$ cat config.mk
export PLATFORM = sky130hd
export DESIGN_NAME = zt_sram
export DESIGN_NICKNAME = d
export VERILOG_FILES = /design/src/rtl/zt_sram_pkg.sv /design/src/rtl/zt_rst_sync.sv /design/src/rtl/zt_cmd_stage.sv /design/src/rtl/zt_wr_queue.sv /design/src/rtl/zt_array.sv /design/src/rtl/zt_sram.sv
export SDC_FILE = /design/constraint.sdc
export NUM_CORES = 2
export LEC_CHECK = 0
export BUFFER_PORTS_ARGS = -buffer_cell sky130_fd_sc_hd__buf_2
export CORE_UTILIZATION = 25
export DETAILED_ROUTE_END_ITERATION = 8
export SYNTH_ARGS = -nofsm -noshare
export SYNTH_HDL_FRONTEND = slang
export SYNTH_HIERARCHICAL = 1
export SYNTH_SLANG_ARGS = --single-unit
$ cat constraint.sdc
create_clock -name clk -period 2.41 [get_ports clk]
set_input_delay 0 -clock clk [delete_from_list [all_inputs] [get_ports clk]]
set_output_delay 0 -clock clk [all_outputs]
set_load 0.005 [all_outputs]
$ cat src/rtl/zt_sram_pkg.sv
package zt_sram_pkg;
  typedef enum logic [1:0] {
    OP_IDLE = 2'd0,
    OP_RD   = 2'd1,
    OP_WR   = 2'd2
  } op_e;
endpackage

$ cat src/rtl/zt_rst_sync.sv
module zt_rst_sync (
  input  logic clk,
  input  logic arst_n,
  output logic srst_n
);
  logic [1:0] stg_q;

  always_ff @(posedge clk or negedge arst_n) begin
    if (!arst_n) stg_q <= 2'b00;
    else         stg_q <= {stg_q[0], 1'b1};
  end

  assign srst_n = stg_q[1];
endmodule

$ cat src/rtl/zt_cmd_stage.sv
module zt_cmd_stage
  import zt_sram_pkg::*;
#(
  parameter int AW    = 6,
  parameter int LANES = 5
) (
  input  logic             clk,
  input  logic             rst_n,
  input  logic             en,
  input  logic             sel0_n,
  input  logic             sel1,
  input  logic             sel2_n,
  input  logic             adv_ld,
  input  logic             wr_n,
  input  logic [AW-1:0]    addr,
  input  logic [LANES-1:0] lane_n,
  output op_e              op_q,
  output logic [AW-1:0]    addr_q,
  output logic [LANES-1:0] mask_q,
  output logic             warm_q
);
  op_e              op_d;
  logic [AW-1:0]    addr_d;
  logic [AW-1:0]    adv_addr;
  logic [LANES-1:0] mask_d;
  logic             warm_d;
  logic             picked;

  // burst step wraps inside the low two address bits
  if (AW > 2) begin : g_wide
    assign adv_addr = {addr_q[AW-1:2], addr_q[1:0] + 2'd1};
  end else begin : g_narrow
    assign adv_addr = addr_q + 2'd1;
  end

  // all three selects must agree
  assign picked = ~sel0_n & sel1 & ~sel2_n;

  always_comb begin
    op_d   = op_q;
    addr_d = addr_q;
    mask_d = mask_q;
    warm_d = warm_q;
    if (en) begin
      if (adv_ld) begin
        addr_d = adv_addr;
      end else begin
        addr_d = addr;
        if (!picked)    op_d = OP_IDLE;
        else if (wr_n)  op_d = OP_RD;
        else            op_d = OP_WR;
      end
      mask_d = ~lane_n;
      // remember that the cycle being left was idle
      warm_d = (op_q == OP_IDLE);
    end
  end

  always_ff @(posedge clk or negedge rst_n) begin
    if (!rst_n) begin
      op_q   <= OP_IDLE;
      addr_q <= '0;
      mask_q <= '0;
      warm_q <= 1'b1;
    end else begin
      op_q   <= op_d;
      addr_q <= addr_d;
      mask_q <= mask_d;
      warm_q <= warm_d;
    end
  end
endmodule

$ cat src/rtl/zt_wr_queue.sv
module zt_wr_queue
  import zt_sram_pkg::*;
#(
  parameter int AW    = 6,
  parameter int LANES = 5,
  parameter int DW    = 40
) (
  input  logic             clk,
  input  logic             rst_n,
  input  logic             en,
  input  op_e              op_q,
  input  logic [AW-1:0]    addr_q,
  input  logic [LANES-1:0] mask_q,
  input  logic [DW-1:0]    d_in,
  output logic             pend_v,
  output logic [AW-1:0]    pend_addr,
  output logic [LANES-1:0] pend_mask,
  output logic [DW-1:0]    pend_data,
  output logic             cmt_en
);
  logic             take;
  logic             pend_v_d;
  logic [AW-1:0]    pend_addr_d;
  logic [LANES-1:0] pend_mask_d;
  logic [DW-1:0]    pend_data_d;

  // data is taken on the enabled edge that ends a write-data cycle
  assign take   = en & (op_q == OP_WR);
  // the older entry retires as the newer one arrives
  assign cmt_en = take & pend_v;

  always_comb begin
    pend_v_d    = pend_v;
    pend_addr_d = pend_addr;
    pend_mask_d = pend_mask;
    pend_data_d = pend_data;
    if (take) begin
      pend_v_d    = 1'b1;
      pend_addr_d = addr_q;
      pend_mask_d = mask_q;
      pend_data_d = d_in;
    end
  end

  // reset discards the entry
  always_ff @(posedge clk or negedge rst_n) begin
    if (!rst_n) begin
      pend_v    <= 1'b0;
      pend_addr <= '0;
      pend_mask <= '0;
      pend_data <= '0;
    end else begin
      pend_v    <= pend_v_d;
      pend_addr <= pend_addr_d;
      pend_mask <= pend_mask_d;
      pend_data <= pend_data_d;
    end
  end
endmodule

$ cat src/rtl/zt_array.sv
module zt_array #(
  parameter int DEPTH  = 64,
  parameter int AW     = 6,
  parameter int LANES  = 5,
  parameter int LANE_W = 8,
  localparam int DW    = LANES * LANE_W
) (
  input  logic             clk,
  input  logic             cmt_en,
  input  logic [AW-1:0]    cmt_addr,
  input  logic [LANES-1:0] cmt_mask,
  input  logic [DW-1:0]    cmt_data,
  input  logic [AW-1:0]    rd_addr,
  input  logic             pend_v,
  output logic [DW-1:0]    rd_data
);
  logic [DW-1:0] mem [DEPTH];
  logic [DW-1:0] raw;
  logic          hit;

  // only enabled lanes are stored
  always_ff @(posedge clk) begin
    if (cmt_en) begin
      for (int l = 0; l < LANES; l++) begin
        if (cmt_mask[l]) mem[cmt_addr][l*LANE_W +: LANE_W] <= cmt_data[l*LANE_W +: LANE_W];
      end
    end
  end

  assign raw = mem[rd_addr];
  assign hit = pend_v & (cmt_addr == rd_addr);

  // per-lane merge of the pending entry over the array word
  for (genvar g = 0; g < LANES; g++) begin : g_lane
    assign rd_data[g*LANE_W +: LANE_W] = (hit & cmt_mask[g]) ? cmt_data[g*LANE_W +: LANE_W]
                                                            : raw[g*LANE_W +: LANE_W];
  end
endmodule

$ cat src/rtl/zt_sram.sv
module zt_sram
  import zt_sram_pkg::*;
#(
  parameter int DEPTH  = 64,
  parameter int LANES  = 5,
  parameter int LANE_W = 8,
  localparam int AW    = $clog2(DEPTH),
  localparam int DW    = LANES * LANE_W
) (
  input  logic             clk,
  input  logic             rst_n,
  input  logic             ce_n,
  input  logic             sel0_n,
  input  logic             sel1,
  input  logic             sel2_n,
  input  logic             adv_ld,
  input  logic             wr_n,
  input  logic [LANES-1:0] lane_n,
  input  logic [AW-1:0]    addr,
  input  logic             oe_n,
  input  logic [DW-1:0]    d_in,
  output logic [DW-1:0]    d_out,
  output logic             d_oe
);
  logic             srst_n;
  logic             en;
  op_e              op_q;
  logic [AW-1:0]    addr_q;
  logic [LANES-1:0] mask_q;
  logic             warm_q;
  logic             pend_v;
  logic [AW-1:0]    pend_addr;
  logic [LANES-1:0] pend_mask;
  logic [DW-1:0]    pend_data;
  logic             cmt_en;

  // a high clock enable freezes every stage
  assign en = ~ce_n;

  zt_rst_sync u_rst (
    .clk    (clk),
    .arst_n (rst_n),
    .srst_n (srst_n)
  );

  zt_cmd_stage #(.AW(AW), .LANES(LANES)) u_cmd (
    .clk    (clk),
    .rst_n  (srst_n),
    .en     (en),
    .sel0_n (sel0_n),
    .sel1   (sel1),
    .sel2_n (sel2_n),
    .adv_ld (adv_ld),
    .wr_n   (wr_n),
    .addr   (addr),
    .lane_n (lane_n),
    .op_q   (op_q),
    .addr_q (addr_q),
    .mask_q (mask_q),
    .warm_q (warm_q)
  );

  zt_wr_queue #(.AW(AW), .LANES(LANES), .DW(DW)) u_wq (
    .clk       (clk),
    .rst_n     (srst_n),
    .en        (en),
    .op_q      (op_q),
    .addr_q    (addr_q),
    .mask_q    (mask_q),
    .d_in      (d_in),
    .pend_v    (pend_v),
    .pend_addr (pend_addr),
    .pend_mask (pend_mask),
    .pend_data (pend_data),
    .cmt_en    (cmt_en)
  );

  zt_array #(.DEPTH(DEPTH), .AW(AW), .LANES(LANES), .LANE_W(LANE_W)) u_arr (
    .clk      (clk),
    .cmt_en   (cmt_en),
    .cmt_addr (pend_addr),
    .cmt_mask (pend_mask),
    .cmt_data (pend_data),
    .rd_addr  (addr_q),
    .pend_v   (pend_v),
    .rd_data  (d_out)
  );

  // drive only on a warmed-up read with the output enable low
  assign d_oe = (op_q == OP_RD) & ~warm_q & ~oe_n;
endmodule

==> results.yml <==
run_status:
  status: "complete, but fails checks"
  violations: "negative setup slack"
synthesis:
  synth.avg_cell_area_sq_um: 19.6
  synth_edf_count: 2560
  synth_top_cell_by_area: "edfxtp_1"
  syn_inst: 5231
  yosys_register_bits: 2628
  async_flop_share: 0.0259
  synth_nets: 5291
  synth_top_area_frac: 0.749
  ys_warn_count: 6
  synth_area_leaders: "edfxtp_1, mux4_2, mux2i_1, mux2_2, dfrtp_1"
  syn_area_sq_um: 103000
  ys_types: 66
  yosysSeqAreaShare: 0.766
  ys.flop_type: "edfxtp_1"
setup_path:
  worstSetupPathType: "flip-flop to primary output"
  r2r_start: "u_wq/pend_addr[2]"
  r2r_cells: 7
  required_ps: 2410
  endpoint_kind: "primary output"
  crit_path_max_fanout: 8
  r2r_slack_ps: 20
  r2r_end: "u_arr/mem[5][13]"
  arrival_ps: 3810
  start_kind: "flip-flop"
final_layout:
  nets: 6508
  final_common_cell: "edfxtp_1"
  mostFrequentLayoutCells: "edfxtp_1, buf_4, mux2i_1, mux4_2, nor2_1"
  stdcell_area_sq_um: 132000
  area_delta_synth_final_pct: 28.4
  drive_above_1_share: 0.373
timing:
  fin_skew_ps: 59.4
  fin_crit_sh: 1.58
  timing.fmax_mhz: 262
  rsz0062_at_grt: "true"
  max_slew_margin: 0.179
  fin_crit_ps: 3810
  maxSlewViolCount: 0
  worst_slew_pin_slew_ps: 1230
  fin_tns_setup_ps: -49700
  setup_violations: 40
  hold_viol: 0
  final.setup.worst_slack_ps: -1400
routing:
  postRouteAntennaNets: 0
  routed_wl_mm: 313
  drcViolationCount: 0
  first_iter_violations: 6112
  vias: 56992
  wl_per_cell_microns: 25.9
  drt-pass1-iter-count: 9
  viasPerCell: 4.72
global_route:
  grt_max_degree: 67
  antenna_found_initial: 12
  grt_first_pass_wirelength_mm: 434
  grt_pass1_vias: 57856
  gr-total-overflow: 0
  grtUsageTotal: 0.146
power:
  combPwrFrac: 0.167
  vdd_drop_max_uv: 645
  pwr-share-seq: 0.484
  total_power_mw: 120
  swShare: 0.266
  power_switching_mw: 31.9
  intPower_mw: 88.1
  p_leak_nw: 43.1
  power.density_nw_per_um2: 910
  clockPowerShare: 0.349
die:
  die_y_microns: 643
  die_area_sq_um: 413000
  initial_core_util: 0.252
  die_width_microns: 643
  rows: 234
  core_area_sq_um: 408000
  io_pins: 101
placed_design:
  place_area_sq_um: 117000
  pre_cts_ws_ps: -1170
  dp_hpwl_mm: 210
  gp_congestion: 0.888
  portBuffers: 100
min_path:
  min_to: "u_wq/pend_data[7]"
  worst_hold_path_type: "primary input to flip-flop"
  min_from: "d_in[7]"
  hold_depth: 3
clock_network:
  ctsLongestPathBuffers: 4
  htree_num_levels: 5
  cts_sinks: 2628
  clk_pin_slew_worst_paths_ps: 60
  cts_buffers: 283
  root_buffer: "clkbuf_16"
  clk_latency_ps: 950
  cts_tree: "done"
run:
  cap_violations: 0
worst max path at each step:
| stage | cells after the start | end | slack, ps | start |
|---|---|---|---|---|
| global route | 11 | d_out[3] | -1430 | u_cmd/addr_q[2] |
| finish | 10 | d_out[7] | -1400 | u_cmd/addr_q[0] |
| global placement | 9 | d_out[14] | -1380 | u_cmd/addr_q[2] |
| floorplan | 8 | d_out[13] | 160 | u_cmd/addr_q[0] |
| CTS | 11 | d_out[2] | -1450 | u_cmd/addr_q[2] |
| detailed placement | 12 | d_out[15] | -1170 | u_cmd/addr_q[0] |
power by group through the flow:
| stage | logic (mW) | registers (mW) | clock network, mW |
|---|---|---|---|
| after floorplan | 6.61 | 58.7 | 0 |
| after global placement | 16.4 | 58.9 | 0 |
| after detailed placement | 16.7 | 59.1 | 0 |
| after CTS | 19.1 | 58.2 | 42.5 |
| after global routing | 20.7 | 58.3 | 44.2 |
| final | 20.0 | 58.1 | 41.8 |
flip-flops by register name, indices dropped and copies added, names as in the netlist:
signal,cells
u_arr/mem,2560
u_wq/pend_data,40
u_cmd/addr_q,6
u_wq/pend_addr,6
u_cmd/mask_q,5
u_wq/pend_mask,5
u_cmd/op_q,2
u_rst/stg_q,2
u_cmd/warm_q,1
u_wq/pend_v,1
stage by stage:
| step | util | cells | hold WS, ps |
|---|---|---|---|
| 3_5_place_dp | 0.286 | 11336 | -212 |
| 3_3_place_gp | 0.286 | 11335 | -214 |
| 4_1_cts | 0.319 | 12024 | 12.2 |
| 2_1_floorplan | - | 5231 | -296 |
| 6_report | 0.323 | 12087 | 82.5 |
| 5_1_grt | 0.323 | 12084 | 40.8 |
synth_stat cells (all sizes together), types with 33 or more instances:
cell / n
o22ai: 84
mux2i: 417
a21oi: 63
nor3: 33
o31ai: 50
nor2: 337
nand2: 189
a211oi: 66
clkbuf: 138
dfrtp: 67
a22oi: 148
a22o: 65
nor2b: 34
mux4: 370
buf: 185
edfxtp: 2560
mux2: 202
worst max-delay path, cell delays in order (launching register included):
cell and delay (ps):
dfrtp_4 510, buf_6 140, buf_12 140, nand3b_1 290, buf_6 230, o22ai_1 220, a211oi_1 130, a211o_1 400
o31ai_4 540, buf_6 180, buf_6 90
metal layers:
metal  global-route usage  part of all wire  vias up
met5                    0                 0        -
met4               0.0743             0.054        0
met3               0.0308             0.079      546
met2                0.245              0.49     2464
met1                0.177              0.38    30128
li1                     -                 -    23854
kinds of logic (layout without fill, tap and decap cells):
kind of cell           Yosys count  count (layout)  synth area share
AO/OA/AOI/OAI                  607             607            0.0438
XOR/XNOR                         6               6          0.000512
buffers and inverters          330            1752            0.0177
flip-flops                    2628            2628             0.766
multiplexers                   989             989             0.144
other                            1               7         0.0000365
AND/OR/NAND/NOR                670             670            0.0283
layout make-up:
type | instances | area (sq um)
clock inverter | 135 | 1340
inverter | 7 | 26.3
clock buffer | 355 | 7470
multi-input combinational | 2273 | 24800
antenna | 6 | 15.0
sequential | 2628 | 78700
tap | 5428 | 6790
fill | 38613 | 276000
timing repair buffer | 1255 | 12700
repair_timing:
action | 4_1_cts | 5_1_grt
gates cloned | 18 | 10
endpoints found under the setup margin | 72 | 262
hold buffers | 122 | 0
setup buffers | 63 | 67
gates resized for setup | 460 | 216
pin swaps | 97 | 107
hold endpoints to repair | 57 | 0
(Power assumes the default switching activity.)
